`config.mk`:
```
export PLATFORM = sky130hd
export DESIGN_NAME = rcr_reset_ctl
export DESIGN_NICKNAME = d
export VERILOG_FILES = /design/src/rtl/rcr_pkg.sv /design/src/rtl/rcr_addr_decode.sv /design/src/rtl/rcr_store.sv /design/src/rtl/rcr_read_port.sv /design/src/rtl/rcr_reset_ctl.sv
export SDC_FILE = /design/constraint.sdc
export NUM_CORES = 1
export LEC_CHECK = 0
export BUFFER_PORTS_ARGS = -buffer_cell sky130_fd_sc_hd__buf_4
export CAP_MARGIN = 15
export CORE_AREA = 2 2 39 41
export CTS_BUF_LIST = sky130_fd_sc_hd__clkbuf_8
export DETAILED_ROUTE_END_ITERATION = 10
export DIE_AREA = 0 0 41 43
export PLACE_DENSITY = 0.75
export SLEW_MARGIN = 30
export SYNTH_ARGS = -nofsm -noshare
export SYNTH_HDL_FRONTEND = slang
export SYNTH_HIERARCHICAL = 1
export SYNTH_SLANG_ARGS = --single-unit
```
`constraint.sdc`:
```
create_clock -name clk -period 3.1 [get_ports clk]
set_clock_uncertainty 0.1 [all_clocks]
set_input_delay 0.155 -clock clk [delete_from_list [all_inputs] [get_ports clk]]
set_output_delay 0.155 -clock clk [all_outputs]
set_load 0.01 [all_outputs]
```
`src/rtl/rcr_pkg.sv`:
```
package rcr_pkg;

    localparam int unsigned RCR_ADDR_W   = 16;
    localparam int unsigned RCR_DATA_W   = 8;
    localparam logic [15:0] RCR_PORT     = 16'h0CF9;
    localparam int unsigned RCR_TRIG_BIT = 2;
    localparam int unsigned RCR_TYPE_BIT = 1;

    // Decoded view of one bus cycle
    typedef struct packed {
        logic wr_hit;
        logic rd_hit;
        logic trigger;
    } rcr_access_t;

    typedef enum logic [1:0] {
        WR_NONE  = 2'd0,
        WR_STORE = 2'd1,
        WR_RESET = 2'd2
    } rcr_wr_kind_e;

    function automatic rcr_wr_kind_e rcr_classify(input rcr_access_t acc);
        if (!acc.wr_hit)     return WR_NONE;
        else if (acc.trigger) return WR_RESET;
        else                 return WR_STORE;
    endfunction

endpackage

```
`src/rtl/rcr_addr_decode.sv`:
```
module rcr_addr_decode
    import rcr_pkg::*;
#(
    parameter int unsigned ADDR_W   = RCR_ADDR_W,
    parameter int unsigned DATA_W   = RCR_DATA_W,
    parameter logic [ADDR_W-1:0] PORT_ADDR = ADDR_W'(RCR_PORT),
    parameter int unsigned TRIG_BIT = RCR_TRIG_BIT
) (
    input  logic [ADDR_W-1:0] addr,
    input  logic [DATA_W-1:0] wdata,
    input  logic              wr,
    input  logic              rd,
    output rcr_access_t       acc
);
    logic hit;

    assign hit         = (addr == PORT_ADDR);
    assign acc.wr_hit  = wr && hit;
    assign acc.rd_hit  = rd && hit;
    assign acc.trigger = wdata[TRIG_BIT];
endmodule

```
`src/rtl/rcr_store.sv`:
```
module rcr_store
    import rcr_pkg::*;
#(
    parameter int unsigned DATA_W   = RCR_DATA_W,
    parameter int unsigned TYPE_BIT = RCR_TYPE_BIT
) (
    input  logic              clk,
    input  logic              rst,
    input  rcr_access_t       acc,
    input  logic [DATA_W-1:0] wdata,
    output logic [DATA_W-1:0] stored,
    output logic              reset_req
);
    localparam logic [DATA_W-1:0] KEEP_MASK = DATA_W'(1) << TYPE_BIT;

    rcr_wr_kind_e kind;
    assign kind = rcr_classify(acc);

    always_ff @(posedge clk) begin
        if (rst) begin
            stored    <= '0;
            reset_req <= 1'b0;
        end else begin
            reset_req <= (kind == WR_RESET);
            if (kind == WR_STORE)
                stored <= wdata & KEEP_MASK;
        end
    end

    p_req_after_trig_r2: assert property (@(posedge clk) disable iff (rst)
        (acc.wr_hit && acc.trigger) |=> reset_req);
    p_req_has_cause_r2: assert property (@(posedge clk) disable iff (rst)
        reset_req |-> $past(acc.wr_hit && acc.trigger));
    p_trig_keeps_r3: assert property (@(posedge clk) disable iff (rst)
        (acc.wr_hit && acc.trigger) |=> $stable(stored));
    p_store_masked_r4: assert property (@(posedge clk) disable iff (rst)
        (acc.wr_hit && !acc.trigger) |=> (stored == ($past(wdata) & KEEP_MASK)));
    p_only_type_bit_r4: assert property (@(posedge clk) disable iff (rst)
        (stored & ~KEEP_MASK) == '0);
endmodule

```
`src/rtl/rcr_read_port.sv`:
```
module rcr_read_port
    import rcr_pkg::*;
#(
    parameter int unsigned DATA_W = RCR_DATA_W
) (
    input  logic              clk,
    input  logic              rst,
    input  rcr_access_t       acc,
    input  logic [DATA_W-1:0] stored,
    output logic [DATA_W-1:0] rdata,
    output logic              rvalid
);
    always_ff @(posedge clk) begin
        if (rst) begin
            rdata  <= '0;
            rvalid <= 1'b0;
        end else begin
            rvalid <= acc.rd_hit;
            rdata  <= acc.rd_hit ? stored : '0;
        end
    end

    p_rd_returns_r5: assert property (@(posedge clk) disable iff (rst)
        acc.rd_hit |=> (rvalid && rdata == $past(stored)));
    p_idle_zero_r6: assert property (@(posedge clk) disable iff (rst)
        !rvalid |-> (rdata == '0));
endmodule

```
`src/rtl/rcr_reset_ctl.sv`:
```
module rcr_reset_ctl
    import rcr_pkg::*;
#(
    parameter int unsigned ADDR_W   = RCR_ADDR_W,
    parameter int unsigned DATA_W   = RCR_DATA_W,
    parameter logic [ADDR_W-1:0] PORT_ADDR = ADDR_W'(RCR_PORT),
    parameter int unsigned TRIG_BIT = RCR_TRIG_BIT,
    parameter int unsigned TYPE_BIT = RCR_TYPE_BIT
) (
    input  logic              clk,
    input  logic              rst,
    input  logic [ADDR_W-1:0] io_addr,
    input  logic [DATA_W-1:0] io_wdata,
    input  logic              io_wr,
    input  logic              io_rd,
    output logic [DATA_W-1:0] io_rdata,
    output logic              io_rvalid,
    output logic              sys_reset_req,
    output logic              reset_kind_held
);
    rcr_access_t       acc;
    logic [DATA_W-1:0] stored;

    rcr_addr_decode #(
        .ADDR_W(ADDR_W), .DATA_W(DATA_W),
        .PORT_ADDR(PORT_ADDR), .TRIG_BIT(TRIG_BIT)
    ) u_decode (
        .addr(io_addr), .wdata(io_wdata), .wr(io_wr), .rd(io_rd), .acc(acc)
    );

    rcr_store #(.DATA_W(DATA_W), .TYPE_BIT(TYPE_BIT)) u_store (
        .clk(clk), .rst(rst), .acc(acc), .wdata(io_wdata),
        .stored(stored), .reset_req(sys_reset_req)
    );

    rcr_read_port #(.DATA_W(DATA_W)) u_read (
        .clk(clk), .rst(rst), .acc(acc), .stored(stored),
        .rdata(io_rdata), .rvalid(io_rvalid)
    );

    assign reset_kind_held = |stored;

    p_foreign_wr_r6: assert property (@(posedge clk) disable iff (rst)
        (io_wr && io_addr != PORT_ADDR) |=> ($stable(stored) && !sys_reset_req));
    p_foreign_rd_r6: assert property (@(posedge clk) disable iff (rst)
        !(io_rd && io_addr == PORT_ADDR) |=> !io_rvalid);
    p_flag_tracks_r7: assert property (@(posedge clk) disable iff (rst)
        io_rvalid |-> ((io_rdata != '0) == $past(reset_kind_held)));
    p_rd_before_wr_r8: assert property (@(posedge clk) disable iff (rst)
        (io_rd && io_wr && io_addr == PORT_ADDR) |=> (io_rdata == $past(stored)));
endmodule

```
==> impl_metrics.toml, run 1 <==
[timing]
setup_viol = 0
clock.fmax_mhz = 750
setup_tns_ns = 0
fin_hold_ws_ns = 0.0458
finalHoldViolations = 0
maxSlewViolCount = 0
rsz0062_at_grt = "no"
finalCritPeriodShare = 0.430
fin_crit_ns = 1.33

[hold_path]
worstHoldStart = "rst"
hold_class = "input port to register"

[synthesis]
synth_cell_type_count = 15
yosysWarnings = 6
avgSynthCellArea_um2 = 10.6
seq_area_frac_synth = 0.461
ys.flop_type = "dfxtp_1"
synth_top_area_frac = 0.461
async_flop_share = 0
synthTopCellsByCount = "dfxtp_1, and3b_1, buf_4"
yosysMostFrequentCell = "dfxtp_1"
netlist_instances = 45
synth_area_leaders = "dfxtp_1, and3b_1, buf_4"
synthesis.area_um2 = 478
synth_area_leader_cell = "dfxtp_1"
synth_edf_count = 0
ys_ff_latch = 11

[worst_setup_path]
worst-setup-path-type = "input port to register"
r2r_start = "u_store/stored[1]$_SDFFE_PP0N_"
end_kind = "register"
cp_max_fo = 9
cp-start-kind = "input port"
crit_arrival_ns = 1.41
cp.required_ns = 3.18
crit_path_start = "io_addr[12]"

[clocking]
tritoncts = "yes"
clk_latency_ns = 0.23
hold_buffers = 0
clock_sinks = 11
cts_buffer_depth = 2
root_buffer = "clkbuf_8"
cts_buffers = 3
htree_levels = 1
path_clk_slew_ns = 0.05
cts_resized = 0
postCtsSetupBuffers = 0

[power]
p_per_area_nw_per_um2 = 410
switching_share = 0.187
clkPwrFrac = 0.444
seqPwrFrac = 0.463
power_mw = 0.306
ir_drop_uv = 127
p_sw_mw = 0.0573
p_leak_nw = 0.385
intPower_mw = 0.248
comb_power_share = 0.093

[route]
ant_nets = 0
route.vias.total = 427
wire_per_inst_um = 9.88
dr.pass1.iters = 3
drt_first_iter_violations = 1
viasPerCell = 4.49
wirelength_um = 939
post-route-drc-count = 0

[grt]
overflow = 0
grt_pass1_wl_um = 1440
grt_max_degree = 13
grt_pass1_vias = 397
grt_usage = 0.125
antenna_found_initial = 0

[floorplan]
die_h_um = 43
coreArea_um2 = 1380
dieWidth_um = 41
die-area_um2 = 1760
rows = 14
start_util = 0.345
io_pins = 39

[job]
max-cap-violations = 0

[finish]
fill_cells = 127
drive_above_1_share = 0.468
area_growth_pct = 56.0
stdcell_count = 95
final_nets = 108
n_antenna_cell = 0
final_area_um2 = 746

[placed_design]
dp.cells = 91
dpl.hpwl_um = 750
gp_congestion = 0.665
placed_area_um2 = 701
io_buffers = 32

[status]
status = "complete, no violations"
cell usage in the layout, fill, tap and decap left out, types with 3 or more instances in the layout:
master | synthesis | final
buf_4 | 8 | 32
dfxtp_1 | 11 | 11
and3b_1 | 8 | 8
conb_1 | 1 | 7
clkbuf_8 | 0 | 3
area by class of cell:
class | instances | area, µm² | share of cell area
clock buffers | 3 | 41.3 | 0.0554
clock inverters | 1 | 3.75 | 0.00503
multi-input cells | 32 | 220 | 0.295
flip-flops and latches | 11 | 220 | 0.295
well taps | 16 | 20.0 | 0.0268
repair buffers | 32 | 240 | 0.322
final timing paths:
path | depth (start not counted) | end | slack [ns]
worst max-delay path | 5 | u_read/rdata[1]$_SDFF_PP0_ | 1.77
worst min-delay path | 2 | u_store/reset_req$_SDFF_PP0_ | 0.05
worst max register to register | 1 | u_read/rdata[1]$_SDFF_PP0_ | 2.41
worst min register to register | 2 | u_store/stored[1]$_SDFFE_PP0N_ | 0.40
power groups by stage:
stage	logic, mW	clock network (mW)	registers (mW)
after floorplan	0.0135	0	0.144
after global placement	0.0276	0	0.144
after detailed placement	0.0281	0	0.144
after CTS	0.0282	0.138	0.142
after global routing	0.0310	0.149	0.141
final	0.0283	0.136	0.142
flip-flops by register name, indices dropped and copies added (netlist names):
register and flops:
u_store/stored 1, u_read/rdata 8, u_store/reset_req 1, u_read/rvalid 1
cells by family (layout without fill, tap and decap cells):
| group | after synthesis | in the layout | share of synthesized area |
|---|---|---|---|
| compound gates | 1 | 1 | 0.0105 |
| buf+inv | 8 | 36 | 0.126 |
| flops | 11 | 11 | 0.461 |
| other cells | 1 | 7 | 0.00785 |
| simple gates | 24 | 24 | 0.395 |
critical path, cell delays in order:
cell and delay [ns]:
buf_4 0.11, or4_4 0.52, nor4_2 0.16, and2_1 0.29
and3b_1 0.19
routing by layer:
layer,vias up,wire length [µm],track usage
li1,213,-,-
met1,183,322,0.113
met2,29,462,0.206
met3,2,136,0.0419
met4,0,16,0.100
met5,-,0,0
stage by stage:
step                      setup slack [ns]   util
after floorplan                       1.71      -
after global placement                1.53  0.506
after detailed placement              1.52  0.506
after CTS                             1.75  0.539
after global routing                  1.65  0.539
final                                 1.77  0.539
Note: power is estimated with default switching activity, not from simulation.
==> run 2: changes to the inputs <==
==> constraint.sdc (replaced) <==
create_clock -name clk -period 1.3 [get_ports clk]
set_clock_uncertainty 0.1 [all_clocks]
set_input_delay 0.065 -clock clk [delete_from_list [all_inputs] [get_ports clk]]
set_output_delay 0.065 -clock clk [all_outputs]
set_load 0.01 [all_outputs]
==> impl_metrics.toml, run 2 (synthesis results as in run 1) <==
[finish]
final_cell_mix = "buf_4, dfxtp_1, and3b_1, conb_1, clkbuf_8"
final_nets = 111
final_area_um2 = 782
n_antenna_cell = 0
fin_util = 0.565
largest_register_ffs = 8
area_growth_pct = 63.6
drive_above_1_share = 0.463
final_common_cell = "buf_4"
fill_cells = 131
max_flop_register = "u_read/rdata"

[route]
ant_nets = 0
wirelength_um = 969
dr.pass1.iters = 1
drt_first_iter_violations = 0
post-route-drc-count = 0
route.vias.total = 428
viasPerCell = 4.37
wire_per_inst_um = 9.89

[floorplan]
die_h_um = 43
rows = 14
start_util = 0.345
coreArea_um2 = 1380
die-area_um2 = 1760
io_pins = 39
dieWidth_um = 41

[clocking]
root_buffer = "clkbuf_8"
path_clk_slew_ns = 0.05
postCtsSetupBuffers = 0
cts_buffers = 3
cts_buffer_depth = 2
tritoncts = "yes"
clock_sinks = 11
clk_latency_ns = 0.23
htree_levels = 1

[timing]
clock.fmax_mhz = 825
maxSlewViolCount = 0
rsz0062_at_grt = "no"
finalCritPeriodShare = 0.932
fin_crit_ns = 1.21
finalHoldViolations = 0
setup_slack_ns = 0.0883
fin_hold_ws_ns = 0.0131
setup_viol = 0
setup_tns_ns = 0

[worst_setup_path]
crit_arrival_ns = 1.05
cp-start-kind = "register"
cp.required_ns = 1.13
worst-setup-path-type = "register to output pin"
end_kind = "output pin"
cp_max_fo = 3

[grt]
grt_max_degree = 13
grt_pass1_vias = 418
grt_pass1_wl_um = 1500
overflow = 0
grt_usage = 0.125
antenna_found_initial = 0

[placed_design]
pre_cts_ws_ns = -0.166
placed_area_um2 = 708
gp_congestion = 0.694
dpl.hpwl_um = 824
io_buffers = 32

[hold_path]
hold_class = "input port to register"

[power]
p_per_area_nw_per_um2 = 930
p_leak_nw = 0.412
ir_drop_uv = 446

[job]
max-cap-violations = 0

[status]
status = "complete, no violations"
run 2: cell count changes in the layout (fill, tap and decap cells not counted), sizes merged:
cell / previous run / this run
dlygate4sd3: 0 / 2
buf: 32 / 33
run 2: repair_timing:
item,4_1_cts,5_1_grt
resized for setup,0,1
setup endpoints to repair,0,1
endpoints found under the hold margin,2,0
hold buffers,2,0
run 2: worst max-delay path, cell delays in order (launching register included):
cell and delay (ns):
dfxtp_1 0.31, nor4_1 0.27, nand2_1 0.09, buf_4 0.14
run 2: through the flow:
step | power (mW) | instances
3_3_place_gp | 0.410 | 92
3_5_place_dp | 0.412 | 92
4_1_cts | 0.733 | 98
5_1_grt | 0.760 | 98
6_report | 0.727 | 98
2_1_floorplan | 0.377 | 51
run 2: report_power, final:
| group | total (mW) | switching (mW) | internal [mW] |
|---|---|---|---|
| Clock | 0.316 | 0.110 | 0.206 |
| Sequential | 0.338 | 0.000000372 | 0.338 |
| Combinational | 0.0731 | 0.0210 | 0.0521 |
| Total | 0.727 | 0.131 | 0.596 |
run 2: path summary, 6_finish.rpt:
check	end	slack, ns	startpoint	cells after the start
hold / removal	u_store/stored[1]$_SDFFE_PP0N_	0.01	io_wdata[1]	3
setup / recovery	reset_kind_held	0.09	u_store/stored[1]$_SDFFE_PP0N_	3
setup reg to reg	u_read/rdata[1]$_SDFF_PP0_	0.60	u_store/stored[1]$_SDFFE_PP0N_	1
hold reg to reg	u_store/stored[1]$_SDFFE_PP0N_	0.38	u_store/stored[1]$_SDFFE_PP0N_	2
run 2: metal layers:
metal / wire length, µm / track usage / up-vias
li1: - / - / 221
met1: 329 / 0.123 / 178
met2: 513 / 0.222 / 29
met3: 126 / 0.0314 / 0
met4: 0 / 0.0600 / 0
met5: 0 / 0 / -
run 2: area by class of cell:
class,count,area [µm²],area share
clock buffers,3,41.3,0.0528
multi-input cells,32,229,0.293
clock inverters,1,3.75,0.00480
well taps,16,20.0,0.0256
repair buffers,35,268,0.342
flip-flops and latches,11,220,0.282
==> run 3: changes to the inputs <==
==> constraint.sdc (replaced) <==
create_clock -name clk -period 1.45 [get_ports clk]
set_clock_uncertainty 0.1 [all_clocks]
set_input_delay 0.0725 -clock clk [delete_from_list [all_inputs] [get_ports clk]]
set_output_delay 0.0725 -clock clk [all_outputs]
set_load 0.01 [all_outputs]
==> impl_metrics.toml, run 3 (synthesis results as in run 1) <==
[route]
post-route-drc-count = 0
drt_first_iter_violations = 1
viasPerCell = 4.42
route.vias.total = 433
wirelength_um = 872
dr.pass1.iters = 2
wire_per_inst_um = 8.90
ant_nets = 0

[finish]
final_nets = 111
area_growth_pct = 61.8
largest_register_ffs = 8
n_antenna_cell = 0
drive_above_1_share = 0.463
final_common_cell = "buf_4"
seqCellArea_um2 = 220
max_flop_register = "u_read/rdata"
final_cell_mix = "buf_4, dfxtp_1, and3b_1, conb_1, clkbuf_8"
fill_cells = 134
fin_util = 0.559
stdcell_count = 98
multi_input_area_um2 = 220

[floorplan]
dieWidth_um = 41
io_pins = 39
coreArea_um2 = 1380
die-area_um2 = 1760
rows = 14
start_util = 0.345
die_h_um = 43

[worst_setup_path]
reg2reg_depth = 1
cp.required_ns = 1.47
crit_arrival_ns = 1.26
worst-setup-path-type = "input port to register"
cp-start-kind = "input port"
worst-r2r-setup-slack_ns = 0.75
end_kind = "register"
cp_max_fo = 3
r2r_start = "u_store/stored[1]$_SDFFE_PP0N_"
reg2reg_to = "u_read/rdata[1]$_SDFF_PP0_"

[clocking]
cts_buffer_depth = 2
clk_latency_ns = 0.23
cts_buffers = 3
clock_sinks = 11
htree_levels = 1
cts_resized = 0
path_clk_slew_ns = 0.04
tritoncts = "yes"
root_buffer = "clkbuf_8"

[timing]
fin_crit_ns = 1.24
maxSlewViolCount = 0
rsz0062_at_grt = "no"
finalHoldViolations = 0
clock.fmax_mhz = 809
setup_viol = 0
finalCritPeriodShare = 0.852

[grt]
grt_pass1_wl_um = 1430
grt_pass1_vias = 392
antenna_found_initial = 0
grt_use_met2 = 0.184
grtUsageMet1 = 0.129
overflow = 0
grt_max_degree = 13
grtUsageMet3 = 0.0524
grt_usage = 0.125
grt-busiest-layer = "met2"

[placed_design]
dpl.hpwl_um = 752
gp_congestion = 0.669
dp.cells = 92
io_buffers = 32

[power]
p_per_area_nw_per_um2 = 848
p_leak_nw = 0.399
ir_drop_uv = 363

[hold_path]
hold_class = "input port to register"
worstHoldStart = "io_wdata[1]"
holdPathStages = 3
holdPathEnd = "u_store/stored[1]$_SDFFE_PP0N_"

[status]
status = "complete, no violations"

[job]
max-cap-violations = 0
run 3: per-layer routing:
metal / share of wire / wire length (µm)
met1: 0.33 / 287
met2: 0.48 / 419
met3: 0.17 / 148
met4: 0.019 / 17
met5: 0 / 0
run 3: timing repair:
item | 4_1_cts | 5_1_grt
setup buffers | 0 | 0
endpoints found under the hold margin | 2 | 0
hold buffers | 2 | 0
run 3: layout make-up:
| class | instances | share of cell area |
|---|---|---|
| repair buffers | 35 | 0.346 |
| multi-input cells | 32 | 0.285 |
| well taps | 16 | 0.0259 |
| clock inverters | 1 | 0.00485 |
| clock buffers | 3 | 0.0534 |
| flip-flops and latches | 11 | 0.285 |
run 3: how the worst max path moves through the flow:
| stage | from | end | slack, ns | cells past startpoint |
|---|---|---|---|---|
| floorplan | io_addr[12] | u_store/stored[1]$_SDFFE_PP0N_ | 0.15 | 5 |
| CTS | u_store/stored[1]$_SDFFE_PP0N_ | reset_kind_held | 0.19 | 3 |
| global route | io_addr[12] | u_store/stored[1]$_SDFFE_PP0N_ | 0.15 | 6 |
| detailed placement | io_addr[12] | u_store/stored[1]$_SDFFE_PP0N_ | -0.04 | 6 |
| finish | io_addr[12] | u_store/stored[1]$_SDFFE_PP0N_ | 0.21 | 6 |
| global placement | io_addr[12] | u_store/stored[1]$_SDFFE_PP0N_ | -0.02 | 6 |
run 3: through the flow:
stage	hold slack (ns)	worst slack (ns)	cell area, µm²	TNS [ns]	total power, mW
finish	0.0188	0.214	773	0	0.656
global route	0.0209	0.148	773	0	0.692
CTS	0.0138	0.191	773	0	0.666
detailed placement	0.206	-0.0441	708	-0.0441	0.369
global placement	0.211	-0.0177	708	-0.0177	0.368
floorplan	0.0441	0.147	500	0	0.338
run 3: critical path: stages:
cell	delay, ns
buf_4	0.11
or4_4	0.52
nor4_2	0.15
and2_1	0.19
nor2b_1	0.14
o21ai_1	0.07
run 3: power by group:
group,switching [mW],internal (mW)
registers,0.000000320,0.303
clock network,0.104,0.185
logic,0.0173,0.0466
